==> config.mk <==
export PLATFORM = sky130hd
export DESIGN_NAME = shaped_key_env
export DESIGN_NICKNAME = d
export VERILOG_FILES = /design/src/rtl/sk_env_pkg.sv /design/src/rtl/sk_gain_ramp.sv /design/src/rtl/sk_scaler.sv /design/src/rtl/sk_out_stage.sv /design/src/rtl/shaped_key_env.sv
export SDC_FILE = /design/constraint.sdc
export NUM_CORES = 1
export LEC_CHECK = 0
export BUFFER_PORTS_ARGS = -buffer_cell sky130_fd_sc_hd__buf_2
export CORE_ASPECT_RATIO = 1.1
export CORE_UTILIZATION = 70
export CTS_BUF_LIST = sky130_fd_sc_hd__clkbuf_8
export CTS_CLUSTER_DIAMETER = 40
export DETAILED_ROUTE_END_ITERATION = 8
export PLACE_DENSITY = 0.95
export SETUP_SLACK_MARGIN = 0.1
export SLEW_MARGIN = 20
export SYNTH_ARGS = -nofsm -noshare
export SYNTH_HDL_FRONTEND = slang
export SYNTH_SLANG_ARGS = --single-unit
export TNS_END_PERCENT = 100
==> constraint.sdc <==
create_clock -name clk -period 12.3 [get_ports clk]
set_input_delay 0.615 -clock clk [delete_from_list [all_inputs] [get_ports clk]]
set_output_delay 0.615 -clock clk [all_outputs]
set_load 0.03 [all_outputs]
==> src/rtl/sk_env_pkg.sv <==
package sk_env_pkg;

  typedef enum logic [1:0] {
    GAIN_MANUAL = 2'd0,
    GAIN_HOLD   = 2'd1,
    GAIN_RISE   = 2'd2,
    GAIN_FALL   = 2'd3
  } gain_mode_e;

endpackage

==> src/rtl/sk_gain_ramp.sv <==
module sk_gain_ramp
  import sk_env_pkg::*;
#(
  parameter int AW = 12,
  parameter int RW = 8
) (
  input  logic          clk,
  input  logic          rst,
  input  logic          auto_en,
  input  logic          key_in,
  input  logic [RW-1:0] ramp_rate,
  input  logic [AW-1:0] manual_amp,
  output logic [AW-1:0] gain,
  output logic          at_full,
  output logic          at_zero
);

  localparam logic [AW-1:0] FULL = {AW{1'b1}};
  localparam logic [AW-1:0] NONE = '0;

  logic [AW-1:0] gain_q, gain_d, target;
  logic [RW-1:0] cnt_q, cnt_d;
  logic          full_q, zero_q, step;
  gain_mode_e    mode;

  always_comb begin
    target = key_in ? FULL : NONE;
    step   = (cnt_q >= ramp_rate);
    if (!auto_en)              mode = GAIN_MANUAL;
    else if (gain_q == target) mode = GAIN_HOLD;
    else if (key_in)           mode = GAIN_RISE;
    else                       mode = GAIN_FALL;
  end

  always_comb begin
    gain_d = gain_q;
    cnt_d  = cnt_q;
    unique case (mode)
      GAIN_MANUAL: begin
        gain_d = manual_amp;
        cnt_d  = '0;
      end
      GAIN_HOLD: cnt_d = '0;
      GAIN_RISE: begin
        if (step) begin
          gain_d = gain_q + 1'b1;
          cnt_d  = '0;
        end else begin
          cnt_d = cnt_q + 1'b1;
        end
      end
      GAIN_FALL: begin
        if (step) begin
          gain_d = gain_q - 1'b1;
          cnt_d  = '0;
        end else begin
          cnt_d = cnt_q + 1'b1;
        end
      end
      default: ;
    endcase
  end

  always_ff @(posedge clk) begin
    if (rst) begin
      gain_q <= '0;
      cnt_q  <= '0;
      full_q <= 1'b0;
      zero_q <= 1'b1;
    end else begin
      gain_q <= gain_d;
      cnt_q  <= cnt_d;
      full_q <= (gain_d == FULL);
      zero_q <= (gain_d == NONE);
    end
  end

  assign gain    = gain_q;
  assign at_full = full_q;
  assign at_zero = zero_q;

  logic past_ok;
  always_ff @(posedge clk) past_ok <= !rst;

  a_r1_reset_state: assert property (@(posedge clk)
    rst |=> (gain_q == NONE && cnt_q == '0 && zero_q && !full_q));

  a_r5_manual_load: assert property (@(posedge clk) disable iff (rst || !past_ok)
    $past(!auto_en) |-> (gain_q == $past(manual_amp) && cnt_q == '0));

  a_r6_rise_unit: assert property (@(posedge clk) disable iff (rst || !past_ok)
    ($past(auto_en && key_in) && $past(gain_q) != FULL)
      |-> (AW'(gain_q - $past(gain_q)) <= AW'(1)));

  a_r7_hold_full: assert property (@(posedge clk) disable iff (rst || !past_ok)
    ($past(auto_en && key_in) && $past(gain_q) == FULL) |-> gain_q == FULL);

  a_r8_fall_unit: assert property (@(posedge clk) disable iff (rst || !past_ok)
    ($past(auto_en && !key_in) && $past(gain_q) != NONE)
      |-> (AW'($past(gain_q) - gain_q) <= AW'(1)));

  a_r8_hold_zero: assert property (@(posedge clk) disable iff (rst || !past_ok)
    ($past(auto_en && !key_in) && $past(gain_q) == NONE) |-> gain_q == NONE);

  a_r10_flags_track: assert property (@(posedge clk) disable iff (rst)
    (full_q == (gain_q == FULL)) && (zero_q == (gain_q == NONE)));

  a_r11_idle_count: assert property (@(posedge clk) disable iff (rst || !past_ok)
    ($past(auto_en) && $past(gain_q == target)) |-> cnt_q == '0);

endmodule

==> src/rtl/sk_scaler.sv <==
module sk_scaler #(
  parameter int DW = 16,
  parameter int AW = 12
) (
  input  logic                 en,
  input  logic signed [DW-1:0] x,
  input  logic        [AW-1:0] g,
  output logic signed [DW-1:0] y
);

  localparam int PW = DW + AW + 2;
  localparam logic signed [PW-1:0] HALF = PW'(1) <<< (AW - 1);

  logic signed [DW-1:0] xi;
  logic signed [AW:0]   gi;
  logic signed [PW-1:0] prod, sum;

  always_comb begin
    xi   = en ? x : '0;
    gi   = en ? $signed({1'b0, g}) : '0;
    prod = PW'(xi) * PW'(gi);
    sum  = prod + HALF;
  end

  assign y = en ? DW'(sum >>> AW) : x;

endmodule

==> src/rtl/sk_out_stage.sv <==
module sk_out_stage #(
  parameter int DW = 16
) (
  input  logic          clk,
  input  logic          rst,
  input  logic          s_valid,
  output logic          s_ready,
  input  logic [DW-1:0] d_in,
  output logic          m_valid,
  input  logic          m_ready,
  output logic [DW-1:0] m_data
);

  logic          v_q;
  logic [DW-1:0] d_q;

  assign s_ready = !v_q || m_ready;

  always_ff @(posedge clk) begin
    if (rst) begin
      v_q <= 1'b0;
      d_q <= '0;
    end else if (s_ready) begin
      v_q <= s_valid;
      if (s_valid) d_q <= d_in;
    end
  end

  assign m_valid = v_q;
  assign m_data  = d_q;

  a_r1_empty_after_reset: assert property (@(posedge clk) rst |=> !m_valid);

  a_r2_stall_hold: assert property (@(posedge clk) disable iff (rst)
    (m_valid && !m_ready) |=> (m_valid && $stable(m_data)));

  a_r2_accept_valid: assert property (@(posedge clk) disable iff (rst)
    (s_valid && s_ready) |=> m_valid);

endmodule

==> src/rtl/shaped_key_env.sv <==
module shaped_key_env #(
  parameter int DW = 16,
  parameter int AW = 12,
  parameter int RW = 8
) (
  input  logic          clk,
  input  logic          rst,
  input  logic          s_valid,
  output logic          s_ready,
  input  logic [DW-1:0] s_data,
  output logic          m_valid,
  input  logic          m_ready,
  output logic [DW-1:0] m_data,
  input  logic          mul_en,
  input  logic          auto_en,
  input  logic          key_in,
  input  logic [RW-1:0] ramp_rate,
  input  logic [AW-1:0] manual_amp,
  output logic          at_full,
  output logic          at_zero
);

  logic [AW-1:0] gain;
  logic [DW-1:0] scaled;

  sk_gain_ramp #(.AW(AW), .RW(RW)) u_ramp (
    .clk        (clk),
    .rst        (rst),
    .auto_en    (auto_en),
    .key_in     (key_in),
    .ramp_rate  (ramp_rate),
    .manual_amp (manual_amp),
    .gain       (gain),
    .at_full    (at_full),
    .at_zero    (at_zero)
  );

  sk_scaler #(.DW(DW), .AW(AW)) u_scale (
    .en (mul_en),
    .x  (s_data),
    .g  (gain),
    .y  (scaled)
  );

  sk_out_stage #(.DW(DW)) u_out (
    .clk     (clk),
    .rst     (rst),
    .s_valid (s_valid),
    .s_ready (s_ready),
    .d_in    (scaled),
    .m_valid (m_valid),
    .m_ready (m_ready),
    .m_data  (m_data)
  );

  a_r4_bypass_pass: assert property (@(posedge clk) disable iff (rst)
    (!mul_en && s_valid && s_ready) |=> m_data == $past(s_data));

  a_r3_zero_gain: assert property (@(posedge clk) disable iff (rst)
    (mul_en && at_zero && s_valid && s_ready) |=> m_data == '0);

endmodule

==> results of run 1 <==
power groups by stage:
| stage | registers, mW | clock network (mW) | logic [mW] |
|---|---|---|---|
| floorplan | 0.159 | 0 | 0.311 |
| global placement | 0.156 | 0 | 0.410 |
| detailed placement | 0.156 | 0 | 0.433 |
| CTS | 0.153 | 0.114 | 0.439 |
| global route | 0.155 | 0.120 | 0.494 |
| finish | 0.154 | 0.116 | 0.447 |
cells in the mapped netlist, types with 5 or more instances:
master,n
nor4_1,8
ha_1,90
o21ai_0,26
a31oi_1,7
nor2_1,44
o211ai_1,5
clkbuf_1,60
a211oi_1,12
nand3_1,27
a21oi_1,29
inv_1,199
xnor2_1,18
or3_1,7
nand4_1,12
and2_1,16
xor2_1,17
and3_1,96
buf_2,5
nand2_1,113
mux2i_1,12
a21o_1,6
fa_1,175
nor3_1,18
dfxtp_1,39
metal layers:
metal / global-route usage / up-vias / routed length [microns] / part of all wire
met3: 0.0779 / 186 / 2550 / 0.098
met4: 0.269 / 0 / 2040 / 0.078
met1: 0.442 / 3923 / 8830 / 0.34
met2: 0.644 / 593 / 12600 / 0.48
met5: 0 / - / 0 / 0
li1: - / 3609 / - / -
flip-flops by register name, summed over array words and instances, names as in the netlist:
register	count
u_out.m_data	16
u_ramp.gain	12
u_ramp.cnt_q	8
u_out.m_valid	1
u_ramp.at_full	1
u_ramp.at_zero	1
kinds of logic after synthesis:
| family | synth area share |
|---|---|
| simple gates | 0.200 |
| buf+inv | 0.106 |
| fa+ha+maj | 0.483 |
| compound gates | 0.0838 |
| flops | 0.0815 |
| xor+xnor | 0.0320 |
| mux | 0.0137 |
final cells by class:
cell class | count | area, sq um | area share
clock inverters | 3 | 43.8 | 0.00436
clock buffers | 5 | 68.8 | 0.00685
flip-flops and latches | 39 | 781 | 0.0778
well taps | 184 | 230 | 0.0229
repair buffers | 72 | 385 | 0.0384
multi-input cells | 802 | 7780 | 0.775
inverters | 199 | 747 | 0.0744
worst min path at each step:
stage,start,end,depth (start not counted)
finish,u_ramp.cnt_q[0]$_SDFF_PP0_,u_ramp.cnt_q[0]$_SDFF_PP0_,1
detailed placement,u_ramp.cnt_q[0]$_SDFF_PP0_,u_ramp.cnt_q[0]$_SDFF_PP0_,1
global route,u_ramp.cnt_q[0]$_SDFF_PP0_,u_ramp.cnt_q[0]$_SDFF_PP0_,1
CTS,u_ramp.cnt_q[0]$_SDFF_PP0_,u_ramp.cnt_q[0]$_SDFF_PP0_,1
global placement,u_ramp.cnt_q[0]$_SDFF_PP0_,u_ramp.cnt_q[0]$_SDFF_PP0_,1
floorplan,u_ramp.cnt_q[0]$_SDFF_PP0_,u_ramp.cnt_q[0]$_SDFF_PP0_,1
==> out/qor.csv, run 1 <==
metric;value;unit
status;completed;
synth_edf_count;0;
worstSetupPathType;in -> reg;
power_switching_share;0.483;
cellPowerDensity;71.4;mW/mm^2
rows;44;
hold_class;reg -> reg;
final_cell_mix;199 x inv_1, 175 x fa_1, 113 x nand2_1;
post-route-period-util;0.616;
setup_violations;0;
report.final.slew_viol_count;0;
h-tree-depth;2;
crit_end;u_out.m_data[14]$_SDFFE_PP0P_;
setup_ws;4730;ps
cp_cell_sequence;buf_2, buf_4, buf_4, and2_1, nand2_1, fa_1, inv_1, fa_1, inv_1, fa_1, inv_1, fa_1, inv_1, fa_1, inv_1, ha_1, ha_1, nand3_1, o21a_1, a31oi_2, a221o_2, a31oi_1, o221a_2, nor3_1;
numCtsBuffers;5;
clkPwrFrac;0.161;
die_y;125;microns
final_cells;1304;
nFillCells;887;
root_buffer;clkbuf_8;
cp_num_cells;24;
antenna_found_initial;0;
skew;4.53;ps
dp.cells;1296;
drt-vias-per-instance;6.37;
dr_total_vias;8311;
drt_iter0_drc;955;
worst_path_max_delay_cell;fa_1;
netlist_area;0.00958;sq mm
syn_to_final_growth;4.79;%
power_frac_comb;0.623;
ctsHoldBuffers;0;
async_reset_ff_frac;0;
rrSetupSlack;5590;ps
coreArea;0.0133;sq mm
seqPwrFrac;0.215;
cap_violations;0;
cp_num_buf_inv;8;
finalInstanceArea;0.0100;sq mm
r2r-end;u_out.m_data[13]$_SDFFE_PP0P_;
finalWirelength;26000;microns
rsz0062_at_grt;no;
fmax;0.132;GHz
slew_headroom;0.354;
cp_top_family;adder cells;
p_int;0.371;mW
power_leakage;5.38;nW
tightestPinTransition;961;ps
portBuffers;62;
period_minus_slack;7570;ps
ant_nets;0;
gp_congestion;0.948;
cts_resized;0;
wl_per_cell;19.9;microns
clock_sinks;39;
synth-seq-cells;39;
drc;0;
pre_cts_slack;4640;ps
dpl.hpwl;20200;microns
r2r-start;u_ramp.gain[9]$_SDFF_PP0_;
post_route_cells_drive_above_1_share;0.0866;
synthCells;1108;
drt_pre_antenna_iters;5;
end_kind;flop;
synth_top_area_cell;fa_1;
insertion_delay;310;ps
hold_viol_final;0;
p_switching;0.346;mW
synth_top_flop_cell;dfxtp_1;
yosys-top-cells-area;fa_1 37%, ha_1 12%, dfxtp_1 8.1%, inv_1 7.8%, and3_1 6.3%;
cp.arrival;7810;ps
io_pins;63;
clock_path_buffers;2;
grt_pass1_wl;42300;microns
finish.utilization;0.757;
dieArea;0.0142;sq mm
cts_tree;built;
ir_worst_vdd;0.0696;mV
grt_overflow;0;
antenna_cells;0;
final_nets;1427;
grt_pass1_vias;8661;
track_usage;0.386;
cts_setup_buffers;0;
clk_pin_slew_worst_paths;80;ps
syn_avg_cell_area;8.65;sq um
cp_slowest_stage_delay;660;ps
tns;0;ps
cp_max_fo;76;
critPathLaunch;mul_en;
yosysUniqueCellTypes;67;
timing.hold.ws;508;ps
seq_area_frac_synth;0.0815;
initial_core_util;0.722;
yosys_warnings;0;
grt_max_degree;77;
synth_top_area_share;0.366;
dpl_cell_area;0.00993;sq mm
cp-start-kind;input pin;
synth_nets;1416;
cp_data_required_time;12540;ps
r2r_cells;18;
power.total;0.717;mW
final_common_cell;inv_1;
die_w;114;microns
(Power assumes the default switching activity.)
==> run 2: changes to the inputs <==
CORE_UTILIZATION = 58   (was 70)
PLACE_DENSITY = 0.88   (was 0.95)
clock period = 6.1 ns   (was 12.3 ns; I/O delays follow)
==> out/qor.csv, run 2 (synthesis results as in run 1) <==
metric;value;unit
tns;0;ps
fmax;0.170;GHz
track_usage;0.326;
dr_total_vias;8401;
worstSetupPathType;reg -> reg;
end_kind;flop;
grt_max_degree;28;
timing.hold.ws;249;ps
power.total;1.52;mW
grt_pass1_vias;8699;
die_y;137;microns
drt-vias-per-instance;5.98;
cp_slowest_stage_delay;540;ps
final_cells;1406;
io_pins;63;
post_route_cells_drive_above_1_share;0.178;
portBuffers;62;
cts_tree;built;
cp-start-kind;flop;
clock_sinks;39;
crit_path_frequent_cell;fa_1;
grt_pass1_wl;43400;microns
dpl.hpwl;22300;microns
rows;48;
hold_viol_final;0;
finalWirelength;26800;microns
drt_iter0_drc;841;
dpl_cell_area;0.0106;sq mm
dieArea;0.0170;sq mm
syn_to_final_growth;13.0;%
root_buffer;clkbuf_8;
post-route-period-util;0.967;
period_minus_slack;5900;ps
cp_max_fo;7;
power_leakage;5.80;nW
gp_congestion;1.01;
final_cell_mix;197 x inv_1, 171 x fa_1, 113 x nand2_1;
cellPowerDensity;140;mW/mm^2
drt_pre_antenna_iters;7;
antenna_cells;0;
clock_path_buffers;2;
clk_pin_slew_worst_paths;80;ps
dp.cells;1394;
insertion_delay;290;ps
final_common_cell;inv_1;
initial_core_util;0.602;
setup_violations;0;
cp_cell_sequence;buf_4, buf_4, and3_1, fa_1, inv_1, fa_1, inv_1, fa_1, fa_2, fa_1, ha_1, ha_1, nand3_2, nor3_2, o211ai_1, a31oi_2, a221o_2, a31oi_1, o221a_2, nor3_1;
status;completed;
ir_worst_vdd;0.164;mV
wl_per_cell;19.1;microns
drc;0;
finalInstanceArea;0.0108;sq mm
tightestPinTransition;935;ps
grt_overflow;0;
skew;4.41;ps
worst_path_max_delay_cell;fa_1;
die_w;125;microns
cp_data_required_time;6320;ps
slew_headroom;0.371;
final_nets;1513;
report.final.slew_viol_count;0;
coreArea;0.0159;sq mm
ant_nets;0;
numCtsBuffers;5;
h-tree-depth;2;
rsz0062_at_grt;yes;
largest_register_ffs;16;
hold_class;in -> reg;
antenna_found_initial;0;
cap_violations;0;
cp.arrival;6120;ps
[run 2: path summary, 6_finish.rpt]
kind | from | to | slack [ps] | cells after the start
worst min-delay path | s_valid | u_out.m_valid$_SDFFE_PP0N_ | 250 | 3
worst max-delay path | u_ramp.gain[1]$_SDFF_PP0_ | u_out.m_data[14]$_SDFFE_PP0P_ | 200 | 20
worst min register to register | u_ramp.cnt_q[0]$_SDFF_PP0_ | u_ramp.cnt_q[0]$_SDFF_PP0_ | 500 | 1
worst max register to register | u_ramp.gain[1]$_SDFF_PP0_ | u_out.m_data[14]$_SDFFE_PP0P_ | 200 | 20
[run 2: layout make-up]
class	count	area (sq um)
clock buffers	5	68.8
clock inverters	3	15.0
fillers	1221	5090
inverters	199	747
multi-input cells	802	7900
flip-flops and latches	39	801
well taps	200	250
repair buffers	158	1040
[run 2: timing repair]
action,4_1_cts,5_1_grt
buffers inserted,2,2
endpoints found under the setup margin,6,12
pin swaps,3,23
hold buffers,0,0
hold endpoints to repair,0,0
gates resized for setup,4,38
[run 2: power breakdown]
group	switching, mW	total [mW]	internal [mW]
clock network	0.0925	0.171	0.0783
registers	0.0252	0.300	0.275
logic	0.595	1.05	0.450
total	0.713	1.52	0.804
[run 2: layer usage]
metal	part of all wire	GRT usage	up-vias
met5	0	0	-
met4	0.060	0.159	0
met3	0.080	0.0516	118
met2	0.49	0.563	437
met1	0.37	0.402	4055
li1	-	-	3791
[run 2: metrics by stage]
step	worst slack, ps	utilization
floorplan	106	-
global placement	-36.6	0.664
detailed placement	-228	0.664
CTS	114	0.670
global route	-36.6	0.680
finish	202	0.680
[run 2: worst max-delay path, delay by kind of cell, from the launching register on]
family	cells	cell delay [ps]
adders and majority gates	7	3160
AOI/OAI and AO/OA	5	1080
and+or+nand+nor	4	720
buffers and inverters	4	470
DFF	1	380
